==> config.mk <==
export PLATFORM = sky130hd
export DESIGN_NAME = sqm_front
export DESIGN_NICKNAME = d
export VERILOG_FILES = /design/src/rtl/sqm_pkg.sv /design/src/rtl/sqm_sync.sv /design/src/rtl/sqm_rx.sv /design/src/rtl/sqm_tx.sv /design/src/rtl/sqm_front.sv
export SDC_FILE = /design/constraint.sdc
export NUM_CORES = 1
export LEC_CHECK = 0
export ABC_AREA = 1
export BUFFER_PORTS_ARGS = -buffer_cell sky130_fd_sc_hd__buf_2
export CORE_UTILIZATION = 45
export DETAILED_ROUTE_END_ITERATION = 16
export PLACE_DENSITY = 0.67
export SKIP_CTS_REPAIR_TIMING = 1
export SYNTH_ARGS = -nofsm -noshare
export SYNTH_HDL_FRONTEND = slang
export SYNTH_HIERARCHICAL = 1
export SYNTH_SLANG_ARGS = --single-unit
==> constraint.sdc <==
create_clock -name clk -period 4.1 [get_ports clk]
set_input_delay 0.205 -clock clk [delete_from_list [all_inputs] [get_ports clk]]
set_output_delay 0.205 -clock clk [all_outputs]
set_load 0.05 [all_outputs]
==> src/rtl/sqm_pkg.sv <==
package sqm_pkg;
  localparam logic [7:0] OP_READ  = 8'h03;
  localparam logic [7:0] OP_WRITE = 8'h02;

  typedef enum logic [1:0] {
    LN_1   = 2'd0,
    LN_2   = 2'd1,
    LN_4   = 2'd2,
    LN_RSV = 2'd3
  } lanes_e;

  typedef enum logic [2:0] {
    PH_OP,
    PH_ADR,
    PH_WR,
    PH_RD,
    PH_SKIP
  } phase_e;

  function automatic logic [2:0] lane_step(input logic [1:0] m);
    case (lanes_e'(m))
      LN_2:    return 3'd2;
      LN_4:    return 3'd4;
      default: return 3'd1;
    endcase
  endfunction
endpackage

==> src/rtl/sqm_sync.sv <==
module sqm_sync #(
  parameter int          W      = 1,
  parameter int          STAGES = 2,
  parameter logic [W-1:0] RST_VAL = '0
) (
  input  logic         clk,
  input  logic         rst_n,
  input  logic [W-1:0] d,
  output logic [W-1:0] q
);
  logic [W-1:0] st [STAGES];

  always_ff @(posedge clk or negedge rst_n) begin
    if (!rst_n) begin
      for (int i = 0; i < STAGES; i++) st[i] <= RST_VAL;
    end else begin
      st[0] <= d;
      for (int i = 1; i < STAGES; i++) st[i] <= st[i-1];
    end
  end

  assign q = st[STAGES-1];
endmodule

==> src/rtl/sqm_rx.sv <==
module sqm_rx import sqm_pkg::*; #(
  parameter int SR_W  = 17,
  parameter int CNT_W = 6
) (
  input  logic             clk,
  input  logic             rst_n,
  input  logic             clr,
  input  logic             shift,
  input  logic [1:0]       mode,
  input  logic [3:0]       din,
  output logic [SR_W-1:0]  nxt,
  output logic [CNT_W-1:0] cnt_nxt
);
  logic [SR_W-1:0]  sr_q;
  logic [CNT_W-1:0] cnt_q;

  always_comb begin
    case (lanes_e'(mode))
      LN_2:    nxt = {sr_q[SR_W-3:0], din[1:0]};
      LN_4:    nxt = {sr_q[SR_W-5:0], din};
      default: nxt = {sr_q[SR_W-2:0], din[0]};
    endcase
    cnt_nxt = cnt_q + CNT_W'(lane_step(mode));
  end

  always_ff @(posedge clk or negedge rst_n) begin
    if (!rst_n) begin
      sr_q  <= '0;
      cnt_q <= '0;
    end else if (clr) begin
      sr_q  <= '0;
      cnt_q <= '0;
    end else if (shift) begin
      sr_q  <= nxt;
      cnt_q <= cnt_nxt;
    end
  end
endmodule

==> src/rtl/sqm_tx.sv <==
module sqm_tx import sqm_pkg::*; (
  input  logic       clk,
  input  logic       rst_n,
  input  logic       clr,
  input  logic       step_en,
  input  logic [1:0] mode,
  input  logic [7:0] byte_in,
  output logic       at_edge,
  output logic [3:0] lines,
  output logic [3:0] mask
);
  logic [7:0] sr_q;
  logic [2:0] obit_q;

  assign at_edge = (obit_q == 3'd0);

  always_comb begin
    case (lanes_e'(mode))
      LN_2: begin
        lines = {2'b00, sr_q[7:6]};
        mask  = 4'b0011;
      end
      LN_4: begin
        lines = sr_q[7:4];
        mask  = 4'b1111;
      end
      default: begin
        lines = {2'b00, sr_q[7], 1'b0};
        mask  = 4'b0010;
      end
    endcase
  end

  always_ff @(posedge clk or negedge rst_n) begin
    if (!rst_n) begin
      sr_q   <= '0;
      obit_q <= '0;
    end else if (clr) begin
      sr_q   <= '0;
      obit_q <= '0;
    end else if (step_en) begin
      sr_q   <= at_edge ? byte_in : (sr_q << lane_step(mode));
      obit_q <= obit_q + lane_step(mode);
    end
  end
endmodule

==> src/rtl/sqm_front.sv <==
module sqm_front import sqm_pkg::*; #(
  parameter int ADDR_W   = 17,
  parameter int ADR_BITS = 24,
  parameter int SYNC_N   = 2
) (
  input  logic              clk,
  input  logic              rst_n,
  input  logic              cs_n,
  input  logic              sck,
  input  logic [3:0]        io_in,
  output logic [3:0]        io_out,
  output logic [3:0]        io_oe,
  input  logic [1:0]        ins_mode,
  input  logic [1:0]        adr_mode,
  input  logic [1:0]        dat_mode,
  output logic              mem_req_valid,
  input  logic              mem_req_ready,
  output logic              mem_req_we,
  output logic [ADDR_W-1:0] mem_req_addr,
  output logic [7:0]        mem_req_wdata,
  input  logic              mem_rsp_valid,
  input  logic [7:0]        mem_rsp_data
);
  localparam int SR_W  = (ADDR_W > 8) ? ADDR_W : 8;
  localparam int CNT_W = $clog2(ADR_BITS + 4) + 1;

  logic       cs_s, sck_s, sck_d;
  logic [3:0] din_s;

  sqm_sync #(.W(6), .STAGES(SYNC_N), .RST_VAL(6'b100000)) u_sync (
    .clk(clk), .rst_n(rst_n),
    .d({cs_n, sck, io_in}),
    .q({cs_s, sck_s, din_s})
  );

  always_ff @(posedge clk or negedge rst_n) begin
    if (!rst_n) sck_d <= 1'b0;
    else        sck_d <= sck_s;
  end

  logic cs_act, rise, fall;
  assign cs_act = ~cs_s;
  assign rise   = cs_act & sck_s & ~sck_d;
  assign fall   = cs_act & ~sck_s & sck_d;

  phase_e            phase_q;
  logic              rd_op_q, drv_q;
  logic [ADDR_W-1:0] addr_q;
  logic [7:0]        rd_hold_q;

  logic [1:0]       rx_mode;
  logic             rx_shift, rx_done, rx_clr;
  logic [SR_W-1:0]  rx_nxt;
  logic [CNT_W-1:0] rx_cnt_nxt, rx_target;

  assign rx_mode   = (phase_q == PH_OP)  ? ins_mode :
                     (phase_q == PH_ADR) ? adr_mode : dat_mode;
  assign rx_shift  = rise && (phase_q == PH_OP || phase_q == PH_ADR || phase_q == PH_WR);
  assign rx_target = (phase_q == PH_ADR) ? CNT_W'(ADR_BITS) : CNT_W'(8);
  assign rx_done   = rx_shift && (rx_cnt_nxt == rx_target);
  assign rx_clr    = !cs_act || rx_done;

  sqm_rx #(.SR_W(SR_W), .CNT_W(CNT_W)) u_rx (
    .clk(clk), .rst_n(rst_n), .clr(rx_clr), .shift(rx_shift),
    .mode(rx_mode), .din(din_s), .nxt(rx_nxt), .cnt_nxt(rx_cnt_nxt)
  );

  logic       tx_step, tx_edge, tx_load;
  logic [3:0] tx_lines, tx_mask;

  assign tx_step = fall && (phase_q == PH_RD);
  assign tx_load = tx_step && tx_edge;

  sqm_tx u_tx (
    .clk(clk), .rst_n(rst_n), .clr(!cs_act), .step_en(tx_step),
    .mode(dat_mode), .byte_in(rd_hold_q), .at_edge(tx_edge),
    .lines(tx_lines), .mask(tx_mask)
  );

  assign io_out = drv_q ? tx_lines : 4'b0000;
  assign io_oe  = drv_q ? tx_mask  : 4'b0000;

  logic              iss, iss_we;
  logic [ADDR_W-1:0] iss_addr;

  always_comb begin
    iss      = 1'b0;
    iss_we   = 1'b0;
    iss_addr = addr_q;
    case (phase_q)
      PH_ADR: if (rx_done && rd_op_q) begin
        iss      = 1'b1;
        iss_addr = rx_nxt[ADDR_W-1:0];
      end
      PH_WR: if (rx_done) begin
        iss    = 1'b1;
        iss_we = 1'b1;
      end
      PH_RD: if (tx_load) begin
        iss      = 1'b1;
        iss_addr = addr_q + ADDR_W'(1);
      end
      default: ;
    endcase
  end

  always_ff @(posedge clk or negedge rst_n) begin
    if (!rst_n) begin
      phase_q <= PH_OP;
      rd_op_q <= 1'b0;
      drv_q   <= 1'b0;
      addr_q  <= '0;
    end else if (!cs_act) begin
      phase_q <= PH_OP;
      drv_q   <= 1'b0;
    end else begin
      case (phase_q)
        PH_OP: if (rx_done) begin
          rd_op_q <= (rx_nxt[7:0] == OP_READ);
          phase_q <= (rx_nxt[7:0] == OP_READ || rx_nxt[7:0] == OP_WRITE) ? PH_ADR : PH_SKIP;
        end
        PH_ADR: if (rx_done) begin
          addr_q  <= rx_nxt[ADDR_W-1:0];
          phase_q <= rd_op_q ? PH_RD : PH_WR;
        end
        PH_WR: if (rx_done) addr_q <= addr_q + ADDR_W'(1);
        PH_RD: if (tx_load) begin
          drv_q  <= 1'b1;
          addr_q <= addr_q + ADDR_W'(1);
        end
        default: ;
      endcase
    end
  end

  always_ff @(posedge clk or negedge rst_n) begin
    if (!rst_n)             rd_hold_q <= '0;
    else if (mem_rsp_valid) rd_hold_q <= mem_rsp_data;
  end

  always_ff @(posedge clk or negedge rst_n) begin
    if (!rst_n) begin
      mem_req_valid <= 1'b0;
      mem_req_we    <= 1'b0;
      mem_req_addr  <= '0;
      mem_req_wdata <= '0;
    end else if (iss) begin
      mem_req_valid <= 1'b1;
      mem_req_we    <= iss_we;
      mem_req_addr  <= iss_addr;
      mem_req_wdata <= rx_nxt[7:0];
    end else if (mem_req_ready) begin
      mem_req_valid <= 1'b0;
    end
  end
endmodule

# Word-level counts from Yosys, hierarchy flattened
# Index checks and enable logic that the tools add are counted.
# W data, S select, Z words.
[totals]
reg_bits = 103
output_inout_bits = 35
[op_classes]
n_eq_ne = 14
bitwise = 7
shifts = 1
n_addsub = 3
reduce_logical = 22
n_mux = 43
[op_table]
columns = ["cell", "n"]
rows = [
  ["$mux W17", 4],
  ["$pmux W17 S2", 2],
  ["$pmux W17 S3", 1],
  ["$mux W16", 2],
  ["$mux W3", 8],
  ["$mux W8", 3],
  ["$pmux W3 S2", 3],
  ["$add A17 B1 Y17 const B", 1],
  ["$eq A8 B2 Y1 const B", 2],
  ["$pmux W4 S2", 2],
  ["$mux W6", 2],
  ["$mux W1", 10],
  ["$reduce_bool A2 Y1", 5],
  ["$mux W4", 2],
  ["$shl A8 B3 Y8", 1],
  ["$add A6 B3 Y6", 1],
  ["$eq A3 B2 Y1 const B", 2],
  ["$eq A6 B5 Y1", 1],
  ["$logic_not A3 Y1", 2],
  ["$ne A3 B2 Y1 const B", 2],
  ["$reduce_and A3 Y1", 2],
  ["$reduce_bool A3 Y1", 2],
  ["$logic_and A1 B1 Y1", 5],
  ["$mux W5", 1],
  ["12 further kinds", 24],
]

# Logic depth before layout (Yosys ltp)
# Gate-level depths: netlist of run 1.
[depth]
word_depth = 12
mapped_depth = 28
ltp_nobuf = 25

# Cells and area by module
# The synthesis of run 1 kept the hierarchy.
[modules_own_cells]
columns = ["module", "cells_per_inst", "instances", "area_each_um2"]
rows = [
  ["sqm_front", 611, 1, 3933.8],
  ["sqm_rx", 196, 1, 1524.0],
  ["sqm_tx", 148, 1, 963.4],
  ["sqm_sync", 18, 1, 347.8],
]

# Least setup slack after synthesis of run 1
# OpenSTA, ideal clock, no wires.
[synth_timing]
path_type = "reg2reg"
start = "register phase_q[1]"
end = "register mem_req_addr[10]"
stages_incl_launch_ff = 26
required_ns = 3.982
period_less_slack_ns = 3.790
arrival_time_ns = 3.672
path_buffers = 2
setup_slack_ns = 0.310
setup_ns = 0.118
cell_sequence = "dfrtp_1 inv_1 nand3_2 inv_1 clkbuf_1 nand2_1 a21oi_1 inv_1 ha_1 ha_1 inv_1 fa_1 inv_1 nand3_2 nand2_1 nand2_1 and2_1 nand4_1 nand2_2 nand3_4 inv_2 a21oi_4 buf_2 nor2_1 nand2_1 nand2_1"
[synth_between]
elab_chain_len = 11
[synth_lines]
columns = ["element", "line", "rtl"]
rows = [
  ["from (decl)", "sqm_front.sv:46", "phase_e phase_q;"],
  ["from (signal assigned)", "sqm_front.sv:120", "phase_q <= (rx_nxt[7:0] == OP_READ || rx_nxt[7:0] == OP_WRITE) ? PH_ADR : PH_SKIP;"],
  ["from (signal assigned)", "sqm_front.sv:124", "phase_q <= rd_op_q ? PH_RD : PH_WR;"],
  ["$eq A3 B1 Y1", "sqm_front.sv:57", "(phase_q == PH_ADR) ? adr_mode : dat_mode;"],
  ["$mux W2", "sqm_front.sv:57", ""],
  ["$mux W2 (*)", "sqm_front.sv:56", "assign rx_mode = (phase_q == PH_OP) ? ins_mode :"],
  ["named net rx_mode[0]", "sqm_front.sv:51", "logic [1:0] rx_mode;"],
  ["$eq A2 B2 Y1 / $eq A2 B1 Y1 (equally long branches)", "sqm_pkg.sv:21", "case (lanes_e'(m))"],
  ["$pmux W3 S2 (*)", "sqm_pkg.sv:21", ""],
  ["$add A6 B3 Y6 (*)", "sqm_rx.sv:23", "cnt_nxt = cnt_q + CNT_W'(lane_step(mode));"],
  ["named net rx_cnt_nxt[4]", "sqm_front.sv:54", "logic [CNT_W-1:0] rx_cnt_nxt, rx_target;"],
  ["$eq A6 B5 Y1 (*)", "sqm_front.sv:60", "assign rx_done = rx_shift && (rx_cnt_nxt == rx_target);"],
  ["$logic_and A1 B1 Y1 (*)", "sqm_front.sv:60", ""],
  ["$logic_and A1 B1 Y1", "sqm_front.sv:91", "PH_ADR: if (rx_done && rd_op_q) begin"],
  ["$mux W1 / $mux W17 (equally long branches)", "sqm_front.sv:91", ""],
  ["$pmux W1 S3 / $pmux W17 S2 (equally long branches)", "sqm_front.sv:90", "case (phase_q)"],
  ["to (signal assigned)", "sqm_front.sv:150", "mem_req_addr <= iss_addr;"],
  ["to (decl)", "sqm_front.sv:19", "output logic [ADDR_W-1:0] mem_req_addr,"],
]
# The timed path passes the listed nets; every way through them passes the cells marked *.
# A chain may end at the register's enable or synchronous reset.

# Worst setup path in the final report of run 1
[layout_timing]
start = "register phase_q[2]"
end = "register mem_req_addr[8]"
# The elaborated chain is that of the path after synthesis.

==> flow_summary.ini, run 1 <==
[run_status]
outcome = complete, no violations

[hold_path]
min_path_type = in2async

[clock_network]
cts_htree_levels = 3
tritoncts = built
clock_sinks = 103
cts_buffers = 9
cts.clk_slew.worst_paths_ns = 0.07
clockBufferDepth = 2
cts-root-buf = clkbuf_16
insertion_delay_ns = 0.36

[timing]
max_freq_ghz = 0.262
worstMarginPinSlew_ns = 0.972
maxSlewHeadroom_pct = 35.2
finalSetupTns_ns = 0
clock_skew_ns = 0.00806
slew_violations = 0
rsz0062_at_grt = false
setup_viol_count_final = 0
final.min_clock_period_ns = 3.81
finalHoldViolations = 0
finalCritPeriodShare_pct = 93.0
worst_slack_ns = 0.285

[floorplan]
dieArea_um2 = 15500
die_h_um = 125
core_area_um2 = 14600
initial_core_util_pct = 46.4
rows = 44
io-pin-count = 59
die_w_um = 125

[route]
wl_um = 17400
firstDrtPassIters = 6
drtIter0Drc = 500
wl_per_cell_um = 14.4
vias_per_cell = 5.21
num_vias = 6307
drtAntennaViolNets = 0
drc = 0

[layout]
fin_util_pct = 51.7
fin_nets = 1058
final-instance-count-excl-fill = 1210
areaGrowthSynthToFinish_pct = 11.5
drive_above_1_share_pct = 14.8
antenna_cells = 0

[synthesis]
synth_edf_count = 0
yosysSeqAreaShare_pct = 38.1
yosys_register_bits = 103
netlist_instances = 973
synthFlopType = dfrtp_1
synthesis.nets = 1010
avgSynthCellArea_um2 = 6.96
syn_area_um2 = 6770
synthArstFlopShare_pct = 100
synth_cell_type_count = 43
synth.yosys.warnings = 6

[worst_setup_path]
cp-start-kind = flop
critPathRequiredTime_ns = 4.34
worst-path-max-fanout = 34
worstPathArrival_ns = 4.06
criticalPathCategory = reg2reg
end_kind = flop

[grt]
grt_antenna_before_repair = 0
grt_start_max_net_pins = 76
grt_pass1_vias = 5727
grt_pass1_wl_um = 28500
grt_overflow_total = 0
grt_util_all_layers_pct = 23.0

[place]
io_buffer_count = 58
dp.cells = 1185
place_congestion = 0.899
detailed_place_hpwl_um = 12400
dp_slack_ns = 0.0604

[flow_run]
cap_violations = 0

[power]
power_uw = 3340
vdd_drop_max_mv = 0.233
leakagePower_uw = 0.00373
p_per_area_nw_per_um2 = 442
==> Yosys cell counts (2+ instances only) <==
cell type | instances | area [µm²]
nand2_1 | 329 | 1230
inv_1 | 122 | 458
dfrtp_1 | 101 | 2530
nand3_1 | 85 | 425
nor2_1 | 84 | 315
o21ai_0 | 61 | 305
a21oi_1 | 14 | 70.1
buf_4 | 14 | 105
nand4_1 | 14 | 87.6
o22ai_1 | 14 | 87.6
buf_2 | 12 | 60.1
ha_1 | 11 | 138
clkbuf_1 | 10 | 37.5
inv_2 | 9 | 33.8
o21ai_2 | 9 | 78.8
mux2_2 | 8 | 90.1
o21ai_1 | 8 | 40.0
nand2_2 | 7 | 43.8
nand2_4 | 7 | 78.8
nand3_2 | 6 | 60.1
o211ai_1 | 5 | 37.5
buf_6 | 4 | 45.0
nor2_4 | 4 | 45.0
xor2_1 | 4 | 35.0
a22o_1 | 3 | 26.3
a22oi_1 | 3 | 22.5
and2_1 | 3 | 18.8
a21oi_4 | 2 | 32.5
dfstp_2 | 2 | 52.6
fa_1 | 2 | 40.0
nand3b_1 | 2 | 15.0
nor2_2 | 2 | 12.5
o21a_1 | 2 | 15.0
==> sequential cells by signal, indices dropped and copies added (netlist names) <==
| register | count |
|---|---|
| phase_q | 3 |
| mem_req_addr | 17 |
| drv_q | 1 |
| u_sync/q | 6 |
| u_rx/cnt_q | 6 |
| mem_req_wdata | 8 |
| mem_req_valid | 1 |
| rd_hold_q | 8 |
| u_tx/obit_q | 3 |
| mem_req_we | 1 |
| addr_q | 17 |
| u_rx/sr_q | 16 |
| u_sync/st | 6 |
| u_tx/sr_q | 8 |
| sck_d | 1 |
| rd_op_q | 1 |
==> cells by family (layout without fill, tap and decap cells) <==
family / after synthesis / after routing / synth area share [%]
simple gates: 547 / 547 / 35.3
buf+inv: 174 / 227 / 11.2
compound gates: 123 / 123 / 10.8
flops: 103 / 103 / 38.1
fa+ha+maj: 13 / 13 / 2.62
mux: 8 / 8 / 1.33
xor+xnor: 4 / 4 / 0.518
other cells: 1 / 1 / 0.0554
==> where the power goes <==
group | total, µW | leakage (µW) | internal (µW) | switching (µW)
Combinational | 1190 | 0.00237 | 364 | 824
Sequential | 1290 | 0.00122 | 1130 | 163
Clock | 863 | 0.000140 | 490 | 373
==> stage by stage <==
step           instance area, µm²  hold WS, ns
5_1_grt                      7550       0.0548
3_3_place_gp                 7120        0.311
4_1_cts                      7410      -0.0672
6_report                     7550       0.0173
3_5_place_dp                 7120        0.312
2_1_floorplan                6770      -0.0906
==> final timing paths <==
check	from	to	slack [ns]	cells after the start
min reg2reg	u_sync/st[10]	u_sync/q[4]	0.35	0
max reg2reg	phase_q[2]	mem_req_addr[8]	0.29	24
min	rst_n	u_tx/sr_q[4]	0.02	1
min in group clk	mem_req_ready	mem_req_valid	0.03	2
max in group asynchronous	rst_n	u_sync/q[5]	3.13	2
max	phase_q[2]	mem_req_addr[8]	0.29	24
==> critical path, stage by stage (launching register included) <==
cell and delay [ns]:
dfrtp_2 0.46, nor2_2 0.15, nand2_1 0.12, inv_1 0.13, a21oi_1 0.07, a21oi_2 0.19, inv_1 0.09, ha_1 0.30
ha_1 0.17, inv_1 0.06, fa_1 0.40, inv_1 0.08, nand3_2 0.09, nand2_1 0.07, nand2_1 0.06, and2_1 0.16
nand4_1 0.10, nand2_2 0.14, nand3_1 0.17, nand2_1 0.10, a21oi_4 0.18, buf_12 0.20, nor2_1 0.06, nand2_1 0.09
nand2_1 0.05
==> cell usage in the layout, fill, tap and decap left out, types with 5 or more instances in the layout <==
cell type,n
nand3_1,85
dlygate4sd3_1,6
ha_1,11
clkbuf_16,9
nand2_2,8
o21ai_2,9
inv_1,122
buf_4,11
dfrtp_1,100
nand2_4,7
nand4_1,14
a21oi_1,13
o22ai_1,14
o21ai_1,9
o21ai_0,60
buf_2,58
o211ai_1,5
nand3_2,5
mux2_2,8
nor2_1,82
nand2_1,328
inv_2,7
==> routing by layer <==
layer	track usage [%]	share of wire, %	routed length [µm]
met4	8.65	2.4	425
met5	0	0	0
met3	3.87	6.5	1140
met2	34.7	44	7630
met1	32.7	47	8250
==> area by class of cell <==
cell class	count	area (µm²)
Clock buffer	13	250
Clock inverter	3	42.5
Fill cell	1484	7040
Multi-Input combinational cell	696	3450
Sequential cell	103	2580
Timing Repair Buffer	78	475
Tap cell	184	230
Inverter	133	522
Note: power is estimated with default switching activity, not from simulation.
==> run 2, diff against run 1 <==
--- a/config.mk
+++ b/config.mk
@@ -8,8 +8,10 @@
 export ABC_AREA = 1
 export BUFFER_PORTS_ARGS = -buffer_cell sky130_fd_sc_hd__buf_2
 export CORE_UTILIZATION = 45
+export CTS_BUF_LIST = sky130_fd_sc_hd__clkbuf_4
 export DETAILED_ROUTE_END_ITERATION = 16
 export PLACE_DENSITY = 0.67
+export REMOVE_ABC_BUFFERS = 1
 export SKIP_CTS_REPAIR_TIMING = 1
 export SYNTH_ARGS = -nofsm -noshare
 export SYNTH_HDL_FRONTEND = slang
==> flow_summary.ini, run 2 (same netlist as run 1, synthesis figures left out) <==
[run_status]
outcome = complete, no violations

[power]
seqPwrFrac_pct = 41.8
p_sw_uw = 1400
internal_power_uw = 1700
clockPowerShare_pct = 19.3
power_uw = 3100
leakagePower_uw = 0.00376
vdd_drop_max_mv = 0.239
p_comb_share_pct = 38.9
p_per_area_nw_per_um2 = 408
netSwitchingFraction_pct = 45.1

[floorplan]
initial_core_util_pct = 46.4
dieArea_um2 = 15500
rows = 44
die_w_um = 125
io-pin-count = 59
die_h_um = 125
core_area_um2 = 14600

[timing]
setup_viol_count_final = 0
maxSlewHeadroom_pct = 33.8
worstMarginPinSlew_ns = 0.993
max_freq_ghz = 0.258
clock_skew_ns = 0.0156
slew_violations = 0
finalHoldViolations = 0
rsz0062_at_grt = false
timing.hold.ws_ns = 0.0692
finalCritPeriodShare_pct = 94.4
finalSetupTns_ns = 0
final.min_clock_period_ns = 3.87

[hold_path]
min_path_cells = 2
min_path_type = in2reg

[route]
firstDrtPassIters = 5
drtAntennaViolNets = 0
drtIter0Drc = 536
wl_per_cell_um = 14.5
num_vias = 6338
vias_per_cell = 5.18
drc = 0
wl_um = 17800

[layout]
final_common_cell = nand2_1
reg_top3 = addr_q: 17 flops, mem_req_addr: 17 flops, u_rx/sr_q: 16 flops
mostFrequentLayoutCells = 328 x nand2_1, 121 x inv_1, 100 x dfrtp_1
areaGrowthSynthToFinish_pct = 12.3
drive_above_1_share_pct = 15.2
stdcell_area_um2 = 7600
fin_util_pct = 52.1
fin_nets = 1071

[grt]
grt_start_max_net_pins = 77
grt_pass1_vias = 5627
grt_util_all_layers_pct = 22.8
grt_antenna_before_repair = 1
grt_pass1_wl_um = 28300
grt_overflow_total = 0

[worst_setup_path]
end_kind = flop
reg2reg_depth = 26
critPathRequiredTime_ns = 4.52
cp-start-kind = flop
worst-path-max-fanout = 18
cpMaxStageDelayCell = dfrtp_1
critPathMaxStageDelay_ns = 0.42
criticalPathCategory = reg2reg
crit_top_cell = inv_1
worstPathArrival_ns = 4.29

[clock_network]
cts.clk_slew.worst_paths_ns = 0.18
insertion_delay_ns = 0.52
clockBufferDepth = 2
tritoncts = built
cts_buffers = 9
cts_htree_levels = 3
cts-root-buf = clkbuf_4
clock_sinks = 103

[place]
detailed_place_hpwl_um = 12200
io_buffer_count = 58
place_congestion = 0.887
placed_area_um2 = 7130

[flow_run]
cap_violations = 0
run 2: cell types whose count changed in the layout (fill, tap and decap cells not counted), moves of 2 or more:
cell,change
dlygate4sd3_1,+10
clkbuf_4,+9
clkbuf_16,-7
clkbuf_1,-3
inv_6,+3
buf_12,+2
buf_4,+2
buf_6,-2
clkinv_4,+2
nor2_2,-2
nor2_4,+2
run 2: per-layer routing:
metal	vias to the layer above	global-route usage, %	share of wire, %
li1	3193	-	-
met2	209	35.2	45
met5	-	0	0
met3	19	3.48	6.7
met4	0	7.37	1.4
met1	2917	32.6	47
run 2: layout make-up:
class                      instances  area (µm²)
antenna                            1        2.50
clock buffer                       9        67.6
clock inverter                     7        85.1
fill                            1430        6990
inverter                         133         532
multi-input combinational        696        3450
sequential                       103        2580
tap                              184         230
timing repair buffer              91         653
run 2: stage by stage:
step | std cells | setup WS [ns]
6_report | 1224 | 0.229
4_1_cts | 1202 | -0.00201
3_5_place_dp | 1186 | 0.0377
5_1_grt | 1224 | 0.00312
3_3_place_gp | 1186 | 0.160
2_1_floorplan | 932 | -0.421
run 2: power groups by stage:
stage | combinational (µW) | sequential (µW) | clock, µW
after global routing | 1350 | 1310 | 653
after global placement | 1150 | 1300 | 0
final | 1210 | 1290 | 598
after CTS | 1170 | 1280 | 611
after floorplan | 843 | 1270 | 0
after detailed placement | 1160 | 1300 | 0
run 2: path summary, 6_finish.rpt:
check | startpoint | end | slack, ns
min in group asynchronous | rst_n | u_sync/st[6] | 0.38
max | phase_q[1] | mem_req_addr[16] | 0.23
min | mem_rsp_valid | rd_hold_q[3] | 0.07
min reg2reg | u_sync/st[9] | u_sync/q[3] | 0.37
max in group asynchronous | rst_n | mem_req_addr[11] | 2.78
max reg2reg | phase_q[1] | mem_req_addr[16] | 0.23
run 2: critical path: cells and delay by family, from the launching register on:
kind | cells | cell delay, ns
buffers and inverters | 10 | 1.12
adder cells (fa/ha/maj) | 3 | 0.88
flip-flops | 1 | 0.42
AND/OR/NAND/NOR | 11 | 0.99
AO/OA/AOI/OAI | 2 | 0.36
